File: config.mk
export PLATFORM = sky130hd
export DESIGN_NAME = stereo_vol_reg
export DESIGN_NICKNAME = d
export VERILOG_FILES = /design/src/rtl/svr_pkg.sv /design/src/rtl/svr_chan_sat.sv /design/src/rtl/svr_mute_map.sv /design/src/rtl/stereo_vol_reg.sv
export SDC_FILE = /design/constraint.sdc
export NUM_CORES = 1
export LEC_CHECK = 0
export ABC_AREA = 0
export ABC_CLOCK_PERIOD_IN_PS = 1720
export BUFFER_PORTS_ARGS = -buffer_cell sky130_fd_sc_hd__buf_2
export CAP_MARGIN = 0
export CORE_MARGIN = 2
export CORE_UTILIZATION = 43
export CTS_CLUSTER_DIAMETER = 40
export CTS_CLUSTER_SIZE = 10
export DETAILED_ROUTE_END_ITERATION = 7
export PLACE_DENSITY = 0.85
export SKIP_CTS_REPAIR_TIMING = 1
export SYNTH_ARGS = -nofsm -noshare
export SYNTH_HDL_FRONTEND = slang
export SYNTH_HIERARCHICAL = 1
export SYNTH_SLANG_ARGS = --single-unit
File: constraint.sdc
create_clock -name clk -period 1.72 [get_ports clk]
set_input_delay 0.172 -clock clk [delete_from_list [all_inputs] [get_ports clk]]
set_output_delay 0.172 -clock clk [all_outputs]
set_load 0.03 [all_outputs]
File: src/rtl/svr_pkg.sv
package svr_pkg;
  localparam int CODE_W = 6;
  localparam int STEP_W = 5;
  localparam int WORD_W = 16;

  // clamp a wide volume code onto the attenuator step range
  function automatic logic [STEP_W-1:0] clamp_code(input logic [CODE_W-1:0] code);
    if (code[CODE_W-1]) return {STEP_W{1'b1}};
    return code[STEP_W-1:0];
  endfunction

  typedef struct packed {
    logic l_mute;
    logic r_mute;
  } mute_pair_t;
endpackage

File: src/rtl/svr_chan_sat.sv
module svr_chan_sat #(
  parameter int CODE_W = svr_pkg::CODE_W,
  parameter int STEP_W = svr_pkg::STEP_W
) (
  input  logic [CODE_W-1:0] code,
  output logic [STEP_W-1:0] step,
  output logic              sat_hit
);
  always_comb begin
    sat_hit = code[CODE_W-1];
    step    = svr_pkg::clamp_code(code);
  end
endmodule

File: src/rtl/svr_mute_map.sv
module svr_mute_map (
  input  logic                    split,
  input  logic                    master,
  input  logic                    right_bit,
  output svr_pkg::mute_pair_t     mutes
);
  always_comb begin
    mutes.l_mute = master;
    mutes.r_mute = split ? right_bit : master;
  end
endmodule

File: src/rtl/stereo_vol_reg.sv
module stereo_vol_reg #(
  parameter int WORD_W = svr_pkg::WORD_W,
  parameter int CODE_W = svr_pkg::CODE_W,
  parameter int STEP_W = svr_pkg::STEP_W
) (
  input  logic              clk,
  input  logic              rst_n,
  input  logic              wr_en,
  input  logic [WORD_W-1:0] wr_data,
  input  logic              split_mute,
  output logic [WORD_W-1:0] rd_data,
  output logic [STEP_W-1:0] left_atten,
  output logic              left_mute,
  output logic [STEP_W-1:0] right_atten,
  output logic              right_mute
);
  localparam int MUTE_BIT  = WORD_W - 1;
  localparam int RMUTE_BIT = WORD_W / 2 - 1;
  localparam int LEFT_LSB  = WORD_W / 2;
  localparam int RIGHT_LSB = 0;
  localparam int NCH       = 2;

  logic                             master_q, master_d;
  logic                             rbit_q, rbit_d;
  logic [NCH-1:0][STEP_W-1:0]       vol_q, vol_d, sat_step;
  logic [NCH-1:0]                   sat_hit;
  logic                             wr_rbit_dropped;
  svr_pkg::mute_pair_t              mute_d;

  // channel 0 = right, channel 1 = left
  for (genvar g = 0; g < NCH; g++) begin : g_ch
    localparam int LSB = (g == 0) ? RIGHT_LSB : LEFT_LSB;
    svr_chan_sat #(.CODE_W(CODE_W), .STEP_W(STEP_W)) u_sat (
      .code    (wr_data[LSB +: CODE_W]),
      .step    (sat_step[g]),
      .sat_hit (sat_hit[g])
    );
    assign vol_d[g] = wr_en ? sat_step[g] : vol_q[g];
  end

  assign wr_rbit_dropped = wr_en & wr_data[RMUTE_BIT] & ~split_mute;
  assign master_d = wr_en ? wr_data[MUTE_BIT] : master_q;
  assign rbit_d   = wr_en ? (wr_data[RMUTE_BIT] & split_mute) : rbit_q;

  svr_mute_map u_mute (
    .split     (split_mute),
    .master    (master_d),
    .right_bit (rbit_d),
    .mutes     (mute_d)
  );

  always_ff @(posedge clk) begin
    if (!rst_n) begin
      master_q    <= 1'b1;
      rbit_q      <= 1'b0;
      vol_q       <= '0;
      left_atten  <= '0;
      right_atten <= '0;
      left_mute   <= 1'b1;
      right_mute  <= 1'b1;
    end else begin
      master_q    <= master_d;
      rbit_q      <= rbit_d;
      vol_q       <= vol_d;
      left_atten  <= vol_d[1];
      right_atten <= vol_d[0];
      left_mute   <= mute_d.l_mute;
      right_mute  <= mute_d.r_mute;
    end
  end

  always_comb begin
    rd_data = '0;
    rd_data[MUTE_BIT]                  = master_q;
    rd_data[RMUTE_BIT]                 = rbit_q & split_mute;
    rd_data[LEFT_LSB +: STEP_W]        = vol_q[1];
    rd_data[RIGHT_LSB +: STEP_W]       = vol_q[0];
  end
endmodule

### Word-level counts from Yosys, hierarchy flattened

Index checks and enable logic that the tools add are counted.

| operators by class | value |
|---|---|
| mux-type cells | 9 |
| bitwise logic cells | 2 |

Operators with widths:

| operator | number |
|---|---|
| $mux 5 | 4 |
| $mux 1 | 5 |
| $and 1x1->1 | 2 |

| storage, ports and cells | value |
|---|---|
| bits in registers | 13 |
| word-level logic and storage cells | 16 |

### Logic depth before layout (Yosys ltp)

Gate-level depths: netlist of the first run.

| logic depth | value |
|---|---|
| depth after elaboration | 3 |
| gate-level depth with buffers | 5 |
| gate-level depth less buffers | 4 |

### Modules after synthesis

Netlist of the first run, hierarchy kept.

Modules (own cells, without submodules):

| module | times used | cells each | area each (um^2) | seq. area each (um^2) |
|---|---|---|---|---|
| stereo_vol_reg | 1 | 62 | 621.8 | 280.3 |
| svr_chan_sat | 2 | 6 | 38.8 | 0.0 |
| svr_mute_map | 1 | 2 | 22.5 | 0.0 |

### Least setup slack after synthesis of the first run

No wires, ideal clock.

| timing path | value |
|---|---|
| kind | register to register |
| start point | reg master_q |
| end point | reg right_mute |
| arrival time | 0.934 ns |
| required time | 1.603 ns |
| setup slack | 0.669 ns |
| cell stages (with the launch flop) | 4 |
| path buffers | 0 |
| cell sequence | dfxtp_1 -> mux2_4 -> mux2_4 -> nand2b_1 |

RTL lines:

| element | RTL line | source |
|---|---|---|
| start, declared | stereo_vol_reg.sv:23 | `logic master_q, master_d;` |
| start signal, assigned | stereo_vol_reg.sv:62 | `master_q <= master_d;` |
| end signal, assigned | stereo_vol_reg.sv:68 | `right_mute <= mute_d.r_mute;` |
| end, declared | stereo_vol_reg.sv:15 | `output logic right_mute` |

### Worst setup path after layout of the first run

| timing path | value |
|---|---|
| start point | reg rbit_q |
| end point | out rd_data[7] |

| between the ends | value |
|---|---|
| longest elaborated chain between the ends | 1 |

Ends and longest elaborated chain:

| element | RTL line | source |
|---|---|---|
| start, declared | stereo_vol_reg.sv:24 | `logic rbit_q, rbit_d;` |
| start signal, assigned | stereo_vol_reg.sv:63 | `rbit_q <= rbit_d;` |
| $and 1x1->1 | stereo_vol_reg.sv:75 | `rd_data[RMUTE_BIT] = rbit_q & split_mute;` |
| end, declared | stereo_vol_reg.sv:11 | `output logic [WORD_W-1:0] rd_data,` |

Every way passes these cells.

==> results of run 1 <==
[worst max-delay path, cell delays in order (launching register included)]
cell	delay (ps)
dfxtp_1	350
and2_1	130
buf_2	190
[through the flow]
stage          hold slack [ps]  area, um^2
6_report                 88.60       843.3
3_3_place_gp             372.2       807.0
4_1_cts                  81.12       843.3
2_1_floorplan            245.0       718.2
3_5_place_dp             381.0       807.0
5_1_grt                  88.26       843.3
[layout by cell type (no fill, tap or decap), drive strengths merged, types with 2 or more instances in the layout]
cell type / count
nand2b: 3
or2: 11
mux2: 2
buf: 41
dfxtp: 14
mux2i: 10
nor2: 10
clkbuf: 4
conb: 4
[state kept, by name (all words and copies together), names as in the netlist]
name         count
left_atten       5
right_atten      5
left_mute        1
master_q         1
rbit_q           1
right_mute       1
[metal layers]
layer  track usage  part of all wire
met1        0.1535              0.39
met2        0.1971              0.50
met3       0.04490             0.094
met4        0.1273             0.014
met5             0                 0
[power breakdown]
part	total [uW]	internal, uW	switching, uW
clock network	227	129	98.5
logic	212	71.8	140
registers	360	347	12.7
[cell type report]
type	instances	area, um^2
Clock buffer	4	36.28
Fill cell	148	680.7
Inverter	1	3.754
Multi-Input combinational cell	44	297.8
Sequential cell	14	280.3
Tap cell	16	20.02
Timing Repair Buffer	41	205.2
[how the worst max path moves through the flow]
| stage | start | to | slack, ps |
|---|---|---|---|
| after global routing | rbit_q$_SDFF_PN0_ | rd_data[7] | 570 |
| after CTS | rbit_q$_SDFF_PN0_ | rd_data[7] | 600 |
| after global placement | wr_en | right_mute$_SDFF_PN1_ | 380 |
| after floorplan | master_q$_SDFF_PN1_ | right_mute$_SDFF_PN1_ | 670 |
| after detailed placement | wr_en | right_mute$_SDFF_PN1_ | 350 |
| final | rbit_q$_SDFF_PN0_ | rd_data[7] | 620 |
==> results_dict.tcl, run 1 <==
set metrics [dict create \
    rr_worst_depth 3 \
    reg2reg_setup_slack_ps 630 \
    via_per_inst 4.425 \
    hp-class "in -> reg" \
    timing.rr.start "master_q$_SDFF_PN1_" \
    die_h_um 44.55 \
    fin_util 0.5534 \
    avgSynthCellArea_um2 9.553 \
    arrival_ps 930 \
    drc 0 \
    ios 48 \
    min-delay-start "rst_n" \
    num_vias 531 \
    die-area_um2 1984 \
    port-buffer-count 41 \
    maxCapViolCount 0 \
    nets 125 \
    syn_inst 74 \
    cp-end-kind "primary output" \
    hold_depth 2 \
    placed_cells 116 \
    syn2layout_area_growth_pct 19.29 \
    htreeDepth 1 \
    worstPathMaxFanout 2 \
    powerDensity_nw_per_um2 948.0 \
    cts_root_buffer "clkbuf_4" \
    r2r_end "right_mute$_SDFF_PN1_" \
    max_freq_mhz 906.3 \
    insertion_delay_ps 270 \
    cts_made_buffers 3 \
    dp_slack_ps 349.8 \
    yosys_warnings 6 \
    syn_area_um2 706.9 \
    outcome "complete, no violations" \
    startpoint_type "register" \
    grt_antenna_before_repair 0 \
    grt_pass1_wl_um 1876 \
    tritoncts "yes" \
    fin_cells 120 \
    first_pass_iters 4 \
    overflow 0 \
    avgRoutedWirePerCell_um 10.74 \
    period_needed_ps 1103 \
    hold_viol_final 0 \
    die_x_um 44.55 \
    antenna-diode-count 0 \
    final_antenna_net_count 0 \
    drive_above_1_share 0.4712 \
    skew_ps 2.097 \
    rsz0062_at_grt "no" \
    clockBufferDepth 2 \
    power.total_uw 799.4 \
    p_leak_uw 0.0004674 \
    critical_path_required_ps 1550 \
    grt_pass1_vias 457 \
    start_util 0.4639 \
    dp_hpwl_um 1010 \
    ir_drop_mv 0.6530 \
    period_share 0.6415 \
    critPathKind "reg -> out" \
    gp_congestion 0.6309 \
    cts.sinks 14 \
    std_cell_rows 14 \
    min_to "left_mute$_SDFF_PN1_" \
    layout_setup_ws_ps 616.6 \
    core_area_um2 1524 \
    clkTransAtPathRegs_ps 80 \
    grt_start_max_net_pins 14 \
    finalSetupTns_ps 0 \
    groute.usage.overall 0.1357 \
    slew_viol_final 0 \
    drt-initial-drc-count 1 \
    wirelength_um 1289 \
    setup_viol 0 \
]
No activity file was read; power rests on OpenSTA's default activity.
==> run 2, diff against run 1 <==
- ABC_AREA: 0 -> 1
- ABC_CLOCK_PERIOD_IN_PS: 1720 -> 950
- CORE_ASPECT_RATIO: not set -> 0.75
- CORE_UTILIZATION: 43 -> 37
- PLACE_DENSITY: 0.85 -> 0.77
- clock period: 1.72 -> 0.95 ns (I/O delays scaled with it)
==> results_dict.tcl, run 2 <==
set metrics [dict create \
    powerDensity_nw_per_um2 1483 \
    reg_top3 "left_atten (5), right_atten (5)" \
    slew_viol_final 0 \
    die_h_um 42.39 \
    port-buffer-count 41 \
    wirelength_um 1563 \
    antenna-diode-count 0 \
    drive_above_1_share 0.4710 \
    cp-end-kind "primary output" \
    hp-class "in -> reg" \
    power.total_uw 1410 \
    htreeDepth 1 \
    ios 48 \
    clockPowerShare 0.225 \
    grt_start_max_net_pins 12 \
    rsz0062_at_grt "yes" \
    final_cell_mix "buf_2, nor2_1, buf_4" \
    fin_util 0.5315 \
    p_int_uw 932.0 \
    startpoint_type "register" \
    placed_cells 156 \
    tritoncts "yes" \
    via_per_inst 4.238 \
    core_area_um2 1789 \
    p_leak_uw 0.0005515 \
    final_area_um2 950.9 \
    path_cells "nand2_2, inv_2, buf_6" \
    cp_top_family "flip-flops" \
    multi_input_area_um2 260.3 \
    setup_viol 0 \
    cpPeakStageDelay_ps 350 \
    clkTransAtPathRegs_ps 70 \
    grt_pass1_wl_um 2256 \
    maxCapViolCount 0 \
    avgSynthCellArea_um2 6.990 \
    nets 160 \
    switchingPower_uw 478.0 \
    cts_root_buffer "clkbuf_4" \
    syn_area_um2 726.9 \
    std_cell_rows 13 \
    fillCellCount 190 \
    yosys_warnings 6 \
    clockBufferDepth 2 \
    avgRoutedWirePerCell_um 9.769 \
    arrival_ps 840 \
    sw_frac_of_total 0.3390 \
    place_area_um2 860.8 \
    worstPathMaxFanout 2 \
    groute.usage.overall 0.1351 \
    gp_congestion 0.7729 \
    hold_viol_final 0 \
    whs_ps 84.48 \
    cts_made_buffers 3 \
    crit_slowest_cell "dfxtp_2" \
    p_comb_frac 0.308 \
    syn_inst 104 \
    grt_antenna_before_repair 0 \
    critPathKind "reg -> out" \
    skew_ps 1.454 \
    overflow 0 \
    critical_path_buf_inv_count 2 \
    drt-initial-drc-count 6 \
    insertion_delay_ps 270 \
    cts.sinks 14 \
    period_share 0.9821 \
    regArea_um2 284.0 \
    fin_cells 160 \
    die_x_um 55.18 \
    die-area_um2 2339 \
    grt_pass1_vias 546 \
    period_needed_ps 933.0 \
    ir_drop_mv 0.7984 \
    critical_path_required_ps 850 \
    seq_power_share 0.467 \
    start_util 0.4063 \
    final_common_cell "buf_2" \
    num_vias 678 \
    outcome "complete, no violations" \
    dp_hpwl_um 1148 \
    first_pass_iters 4 \
    final_antenna_net_count 0 \
    drc 0 \
    max_freq_mhz 1072 \
    syn2layout_area_growth_pct 30.81 \
]
-- run 2: through the flow --
stage | setup TNS (ps) | worst slack, ps
finish | 0 | 17.03
global route | -54.58 | -40.29
CTS | -44.16 | -44.16
detailed placement | 0 | 5.521
global placement | 0 | 7.449
floorplan | 0 | 29.81
-- run 2: final cells by class --
class                           count  area share
Timing Repair Buffer               47      0.3118
Sequential cell                    14      0.2987
Multi-Input combinational cell     58      0.2737
Inverter                           16     0.06316
Tap cell                           22     0.02895
Clock buffer                        3     0.02368
-- run 2: path summary, 6_finish.rpt --
kind | from | to | slack [ps] | depth (start not counted)
min | wr_data[15] | master_q$_SDFF_PN1_ | 80 | 3
min reg2reg | master_q$_SDFF_PN1_ | master_q$_SDFF_PN1_ | 480 | 2
max reg2reg | master_q$_SDFF_PN1_ | right_mute$_SDFF_PN1_ | 50 | 5
max | rbit_q$_SDFF_PN0_ | rd_data[7] | 20 | 3
-- run 2: per-layer routing --
metal	GRT usage	vias up	routed length, um
met3	0.06786	2	160
met1	0.1485	284	654
met2	0.2286	37	744
met4	0.02927	0	4
li1	-	355	-
met5	0	-	0
-- run 2: worst reg2reg max path, delay by kind of cell, from the launching register on --
kind	cells	cell delay, ps
simple gates	5	470
flops	1	330
-- run 2: power groups by stage --
stage          clock network (uW)  registers (uW)  logic (uW)
2_1_floorplan                   0             745         256
6_report                      317             658         434
3_5_place_dp                    0             667         399
4_1_cts                       328             654         401
3_3_place_gp                    0             666         396
5_1_grt                       354             665         473
